File: src/rtl/ivl_timer_pkg.sv
package ivl_timer_pkg;
  localparam int CNT_W  = 16;
  localparam int SEL_W  = 4;
  localparam int ADDR_W = 8;
  localparam int DATA_W = 16;
  localparam int NEV    = 2;

  localparam logic [ADDR_W-1:0] OFF_CLK  = 8'h00;
  localparam logic [ADDR_W-1:0] OFF_CTL  = 8'h0C;
  localparam logic [ADDR_W-1:0] OFF_CNT  = 8'h18;
  localparam logic [ADDR_W-1:0] OFF_LIM  = 8'h24;
  localparam logic [ADDR_W-1:0] OFF_STAT = 8'h54;
  localparam logic [ADDR_W-1:0] OFF_EN   = 8'h60;

  localparam int BIT_IV = 0;
  localparam int BIT_OV = 4;

  typedef enum int {EV_IV = 0, EV_OV = 1} ev_idx_e;
endpackage

File: src/rtl/ivl_prescaler.sv
module ivl_prescaler #(
  parameter int SEL_W = ivl_timer_pkg::SEL_W,
  parameter int PH_W  = 2 ** SEL_W
) (
  input  logic             clk,
  input  logic             rst,
  input  logic             run,
  input  logic             clear,
  input  logic             pre_en,
  input  logic [SEL_W-1:0] pre_sel,
  output logic             tick
);
  function automatic logic [PH_W-1:0] last_phase(input logic [SEL_W-1:0] sel);
    logic [SEL_W:0] sh;
    sh = {1'b0, sel} + 1'b1;
    return ~({PH_W{1'b1}} << sh);
  endfunction

  logic [PH_W-1:0] phase_q;
  logic [PH_W-1:0] phase_last;

  always_comb begin
    phase_last = last_phase(pre_sel);
    tick = run && (!pre_en || (phase_q == phase_last));
  end

  always_ff @(posedge clk) begin
    if (rst) phase_q <= '0;
    else if (!run) begin
      if (clear) phase_q <= '0;
    end else if (!pre_en || tick) phase_q <= '0;
    else phase_q <= phase_q + 1'b1;
  end

  // the divided tick never fires two cycles in a row
  a_r2_divided_tick: assert property (@(posedge clk) disable iff (rst)
    (tick && pre_en) |=> (!tick || !pre_en));
endmodule

File: src/rtl/ivl_counter.sv
module ivl_counter #(
  parameter int CNT_W = ivl_timer_pkg::CNT_W
) (
  input  logic             clk,
  input  logic             rst,
  input  logic             tick,
  input  logic             run,
  input  logic             clear,
  input  logic             imode,
  input  logic [CNT_W-1:0] limit,
  output logic [CNT_W-1:0] count,
  output logic             ev_interval,
  output logic             ev_overflow
);
  logic [CNT_W-1:0] count_q;
  logic at_limit, at_top;

  always_comb begin
    at_limit    = imode && (count_q == limit);
    at_top      = (count_q == {CNT_W{1'b1}});
    ev_interval = tick && at_limit;
    ev_overflow = tick && !at_limit && at_top;
    count       = count_q;
  end

  always_ff @(posedge clk) begin
    if (rst || clear) count_q <= '0;
    else if (tick) count_q <= (at_limit || at_top) ? '0 : count_q + 1'b1;
  end

  a_r3_hold: assert property (@(posedge clk) disable iff (rst)
    (!run && !clear) |=> $stable(count_q));
  a_r4_interval_wrap: assert property (@(posedge clk) disable iff (rst)
    ev_interval |=> (count_q == '0));
  a_r5_top_wrap: assert property (@(posedge clk) disable iff (rst)
    ev_overflow |=> (count_q == '0));
  a_r10_clear: assert property (@(posedge clk) disable iff (rst)
    clear |=> (count_q == '0));
endmodule

File: src/rtl/ivl_irq_ctrl.sv
module ivl_irq_ctrl #(
  parameter int NEV = ivl_timer_pkg::NEV
) (
  input  logic           clk,
  input  logic           rst,
  input  logic [NEV-1:0] ev,
  input  logic           rd_clr,
  input  logic [NEV-1:0] en,
  output logic [NEV-1:0] flags,
  output logic           irq
);
  logic [NEV-1:0] flags_q;
  logic           irq_q;

  always_ff @(posedge clk) begin
    if (rst) begin
      flags_q <= '0;
      irq_q   <= 1'b0;
    end else begin
      flags_q <= (flags_q & ~{NEV{rd_clr}}) | ev;
      irq_q   <= |(flags_q & en);
    end
  end

  assign flags = flags_q;
  assign irq   = irq_q;

  for (genvar i = 0; i < NEV; i++) begin : g_chk
    a_r8_event_kept: assert property (@(posedge clk) disable iff (rst)
      ev[i] |=> flags_q[i]);
    a_r7_read_clears: assert property (@(posedge clk) disable iff (rst)
      (rd_clr && !ev[i]) |=> !flags_q[i]);
  end

  a_r9_irq_rise: assert property (@(posedge clk) disable iff (rst)
    (|(flags_q & en)) |=> irq_q);
  a_r9_irq_fall: assert property (@(posedge clk) disable iff (rst)
    !(|(flags_q & en)) |=> !irq_q);
endmodule

File: src/rtl/ivl_timer.sv
module ivl_timer
  import ivl_timer_pkg::*;
#(
  parameter int CW = CNT_W,
  parameter int SW = SEL_W,
  parameter int AW = ADDR_W,
  parameter int DW = DATA_W
) (
  input  logic          clk,
  input  logic          rst,
  input  logic [AW-1:0] bus_addr,
  input  logic          bus_we,
  input  logic [DW-1:0] bus_wdata,
  input  logic          bus_re,
  output logic [DW-1:0] bus_rdata,
  output logic          irq
);
  localparam int CLK_W = SW + 1;

  logic [CLK_W-1:0] clk_q;
  logic [1:0]       ctl_q;
  logic [CW-1:0]    lim_q;
  logic [NEV-1:0]   en_q;
  logic [DW-1:0]    rdata_q;

  logic wr_clk, wr_ctl, wr_lim, wr_en, rd_stat;
  logic run, clear, tick;
  logic [CW-1:0]  count;
  logic [NEV-1:0] ev, flags;

  always_comb begin
    wr_clk  = bus_we && (bus_addr == OFF_CLK);
    wr_ctl  = bus_we && (bus_addr == OFF_CTL);
    wr_lim  = bus_we && (bus_addr == OFF_LIM);
    wr_en   = bus_we && (bus_addr == OFF_EN);
    rd_stat = bus_re && (bus_addr == OFF_STAT);
    run     = !ctl_q[0];
    clear   = wr_ctl && ctl_q[0];
  end

  always_ff @(posedge clk) begin
    if (rst) begin
      clk_q <= '0;
      ctl_q <= 2'b01;
      lim_q <= '0;
      en_q  <= '0;
    end else begin
      if (wr_clk) clk_q <= bus_wdata[CLK_W-1:0];
      if (wr_ctl) ctl_q <= bus_wdata[1:0];
      if (wr_lim) lim_q <= bus_wdata[CW-1:0];
      if (wr_en)  en_q  <= {bus_wdata[BIT_OV], bus_wdata[BIT_IV]};
    end
  end

  ivl_prescaler #(.SEL_W(SW)) u_pre (
    .clk(clk), .rst(rst), .run(run), .clear(clear),
    .pre_en(clk_q[0]), .pre_sel(clk_q[CLK_W-1:1]), .tick(tick)
  );

  ivl_counter #(.CNT_W(CW)) u_cnt (
    .clk(clk), .rst(rst), .tick(tick), .run(run), .clear(clear),
    .imode(ctl_q[1]), .limit(lim_q), .count(count),
    .ev_interval(ev[EV_IV]), .ev_overflow(ev[EV_OV])
  );

  ivl_irq_ctrl #(.NEV(NEV)) u_irq (
    .clk(clk), .rst(rst), .ev(ev), .rd_clr(rd_stat),
    .en(en_q), .flags(flags), .irq(irq)
  );

  function automatic logic [DW-1:0] place_bits(input logic [NEV-1:0] v);
    logic [DW-1:0] r;
    r = '0;
    r[BIT_IV] = v[EV_IV];
    r[BIT_OV] = v[EV_OV];
    return r;
  endfunction

  always_ff @(posedge clk) begin
    if (rst) rdata_q <= '0;
    else if (bus_re) begin
      case (bus_addr)
        OFF_CLK:  rdata_q <= DW'(clk_q);
        OFF_CTL:  rdata_q <= DW'(ctl_q);
        OFF_CNT:  rdata_q <= DW'(count);
        OFF_LIM:  rdata_q <= DW'(lim_q);
        OFF_STAT: rdata_q <= place_bits(flags);
        OFF_EN:   rdata_q <= place_bits(en_q);
        default:  rdata_q <= '0;
      endcase
    end
  end

  assign bus_rdata = rdata_q;

  a_r11_read_holds: assert property (@(posedge clk) disable iff (rst)
    !bus_re |=> $stable(rdata_q));
endmodule

File: config.mk
export PLATFORM = sky130hd
export DESIGN_NAME = ivl_timer
export DESIGN_NICKNAME = d
export VERILOG_FILES = /design/src/rtl/ivl_timer_pkg.sv /design/src/rtl/ivl_prescaler.sv /design/src/rtl/ivl_counter.sv /design/src/rtl/ivl_irq_ctrl.sv /design/src/rtl/ivl_timer.sv
export SDC_FILE = /design/constraint.sdc
export NUM_CORES = 1
export LEC_CHECK = 0
export ABC_AREA = 1
export ABC_CLOCK_PERIOD_IN_PS = 2400
export BUFFER_PORTS_ARGS = -buffer_cell sky130_fd_sc_hd__buf_4
export CAP_MARGIN = 40
export CORE_UTILIZATION = 54
export DETAILED_ROUTE_END_ITERATION = 10
export PLACE_DENSITY_LB_ADDON = 0.2
export SKIP_CTS_REPAIR_TIMING = 1
export SLEW_MARGIN = 20
export SYNTH_ARGS = -nofsm -noshare
export SYNTH_HDL_FRONTEND = slang
export SYNTH_SLANG_ARGS = --single-unit
export TNS_END_PERCENT = 1
File: constraint.sdc
create_clock -name clk -period 2.4 [get_ports clk]
set_input_delay 0.12 -clock clk [delete_from_list [all_inputs] [get_ports clk]]
set_output_delay 0.12 -clock clk [all_outputs]
set_load 0.01 [all_outputs]
==> metrics.cfg <==
[status]
outcome=finished clean

[timing]
fin_crit_sh_pct=92.7
final-hold-violation-count=0
fin_ws_ns=0.174
fmax_ghz=0.449
setup_violations=0
fin_tns_setup_ns=0
slew_viol_final=0
min_period_ns=2.23
skew_ns=0.00693
relSlewSlack_pct=65.5
worstMarginPinSlew_ns=0.512
rsz0062_at_grt=true

[pwr]
sequentialPowerShare_pct=52.6
leakagePower_nw=2.20
intPower_mw=1.82
peakVddDrop_uv=291
combPwrFrac_pct=4.4
p_sw_uw=582
powerDensity_nw_per_um2=451
p_clk_share_pct=43.0
switching_share_pct=24.2

[global_routing]
gr-usage-all-layers_pct=29.5
grt_overflow=0
grt_pass1_vias=4418
grt_max_degree=37
grt_pass1_wl_um=20800
antenna_found_initial=0

[critical_path]
crit_chain=buf_4 -> ha_1 -> or2_2 -> nand2_1 -> nand3_1 -> nand2_1 -> nand2_1 -> nor2_1 -> nand3_2 -> nand2_2 -> nand2_2 -> buf_4 -> nand2_1 -> a21oi_1
worstRegToRegCells=14
reg2reg_to=u_cnt.count[15]
crit_type=register to register
start_kind=register
cp_max_fo=8
r2r_start=clk_q[2]
crit_arrival_ns=2.46
required_ns=2.64
cp_slowest_stage_delay_ns=0.34
end_kind=register
reg2reg_slack_ns=0.17
critical_path.slowest_cell=dfxtp_2
cpMostUsedCell=nand2_1

[final_layout]
finalNetCount=789
drive_gt1_share_pct=12.9
antennaDiodeCount=0
syn_to_final_growth_pct=15.2

[cts]
clock_path_buffers=2
cts_made_buffers=9
cts_tree=done
cts_sinks=76
worst_skew_pair.late_latency_ns=0.35
htreeDepth=3
clkTransAtPathRegs_ns=0.09
root_buffer=clkbuf_8

[routing]
avgRoutedWirePerCell_um=14.8
first_iter_violations=334
via_per_inst=5.74
drtPass1Iterations=5
ant_nets=0
drc=0
vias=4974
postRouteWirelength_um=12800

[min_path]
hold-path-cell-count=3
holdPathEnd=clk_q[3]
min-delay-start=bus_wdata[3]
holdCritPathClass=primary input to register

[placed_design]
gp_congestion=0.977
dp_worst_setup_slack_ns=0.109
post-dp-hpwl_um=9280
io_buffer_count=44

[logic_synthesis]
synth_cell_types=32
syn_area_um2=4620
yosys_warnings=0
synth_area_per_cell_um2=6.46
synth_nets=748
synth-seq-area-share_pct=32.9
ys_ff_latch=76
synthCells=715

[floorplan]
start_util_pct=56.0
die_w_um=94.5
dieHeight_um=94.5
rows=33
boundaryPins=45
dieArea_um2=8930
core_um2=8260

[run]
drv_cap=0

==> routing by layer <==
metal  global-route usage [%]  share of wire (%)
met1                     40.2                 46
met2                     46.6                 45
met3                     4.27                7.0
met4                     12.4                2.5
met5                        0                  0
==> power by group through the flow <==
| stage | Clock (mW) | Combinational (mW) | Sequential, mW |
|---|---|---|---|
| after floorplan | 0 | 0.0489 | 1.29 |
| after global placement | 0 | 0.102 | 1.29 |
| after detailed placement | 0 | 0.104 | 1.29 |
| after CTS | 1.04 | 0.104 | 1.26 |
| after global routing | 1.09 | 0.116 | 1.26 |
| final | 1.03 | 0.107 | 1.26 |
==> worst max-delay path by stage <==
stage / startpoint / end / slack (ns) / cells after the start
floorplan: clk_q[2] / u_cnt.count[2] / 0.05 / 15
global placement: clk_q[1] / u_cnt.count[1] / 0.15 / 16
detailed placement: clk_q[1] / u_cnt.count[15] / 0.11 / 15
CTS: clk_q[1] / u_cnt.count[8] / 0.05 / 14
global route: clk_q[1] / u_cnt.count[8] / 0.006 / 15
finish: clk_q[2] / u_cnt.count[15] / 0.17 / 14
==> logic make-up after synthesis <==
group           synth area share (%)
simple gates                    34.3
flops                           32.9
fa+ha+maj                       1.35
buf+inv                         10.6
compound gates                  14.9
xor+xnor                        5.87
==> placed cells by master, fill, tap and decap left out, types with 3 or more instances in the layout <==
cell type	count
nor2_1	67
a21oi_1	73
xnor2_1	3
clkbuf_8	10
ha_1	3
nand2_1	156
nand4_1	38
xor2_1	28
buf_4	60
buf_6	3
nand3b_1	6
nor3_1	16
or2_2	4
nand3_2	4
dfxtp_1	74
o21ai_0	37
nand3_1	46
nor4_1	6
inv_1	89
nand2_2	3
o22ai_1	13
==> critical path: cells and delay by family (launching register included) <==
kind | cells | cell delay (ns)
adders and majority gates | 1 | 0.31
DFF | 1 | 0.34
AOI/OAI and AO/OA | 1 | 0.06
buffers and inverters | 2 | 0.34
and+or+nand+nor | 10 | 1.07
==> layout make-up <==
cell class / instances / area [um^2]
Fill cell: 784 / 2930
Multi-Input combinational cell: 517 / 2640
Clock inverter: 6 / 71.3
Tap cell: 105 / 131
Timing Repair Buffer: 63 / 484
Sequential cell: 76 / 1520
Clock buffer: 10 / 138
Inverter: 89 / 334
==> flip-flops by register name, indices dropped and copies added, names as in the netlist <==
| name | count |
|---|---|
| u_pre.phase_q | 16 |
| clk_q | 5 |
| bus_rdata | 16 |
| u_irq.irq | 1 |
| lim_q | 16 |
| ctl_q | 2 |
| u_cnt.count | 16 |
| u_irq.flags | 2 |
| en_q | 2 |
==> cells in the mapped netlist <==
cell type,number,area [um^2]
nor2_2,1,6.26
o221ai_1,2,17.5
o31ai_1,1,7.51
clkbuf_1,19,71.3
or2_2,4,25.0
xor2_1,28,245
buf_6,2,22.5
nand3_1,46,230
nor4_1,6,37.5
a221oi_1,1,8.76
inv_1,89,334
o21ai_1,1,5.00
nand3_2,4,40.0
nand2_4,1,11.3
nand3b_1,6,45.0
nand4_1,38,238
a211oi_1,2,15.0
nand2_1,157,589
ha_1,5,62.6
nor3_1,16,80.1
nand2_2,2,12.5
nor2_1,67,251
a21oi_1,74,370
buf_1,3,11.3
xnor2_1,3,26.3
dfxtp_1,76,1520
o21ai_0,37,185
buf_2,7,35.0
nand4_2,1,12.5
nor3b_1,1,7.51
o22ai_1,13,81.3
buf_4,2,15.0
==> metrics by stage <==
step | area, um^2 | power [mW] | hold WS [ns] | utilization [%] | cells
2_1_floorplan | 4620 | 1.34 | 0.248 | - | 715
6_report | 5330 | 2.40 | 0.0249 | 64.5 | 866
4_1_cts | 5270 | 2.40 | 0.0177 | 63.8 | 865
3_5_place_dp | 5060 | 1.40 | 0.382 | 61.3 | 849
3_3_place_gp | 5060 | 1.39 | 0.374 | 61.3 | 849
5_1_grt | 5330 | 2.47 | 0.0389 | 64.5 | 866
Note: power is estimated with default switching activity, not from simulation.
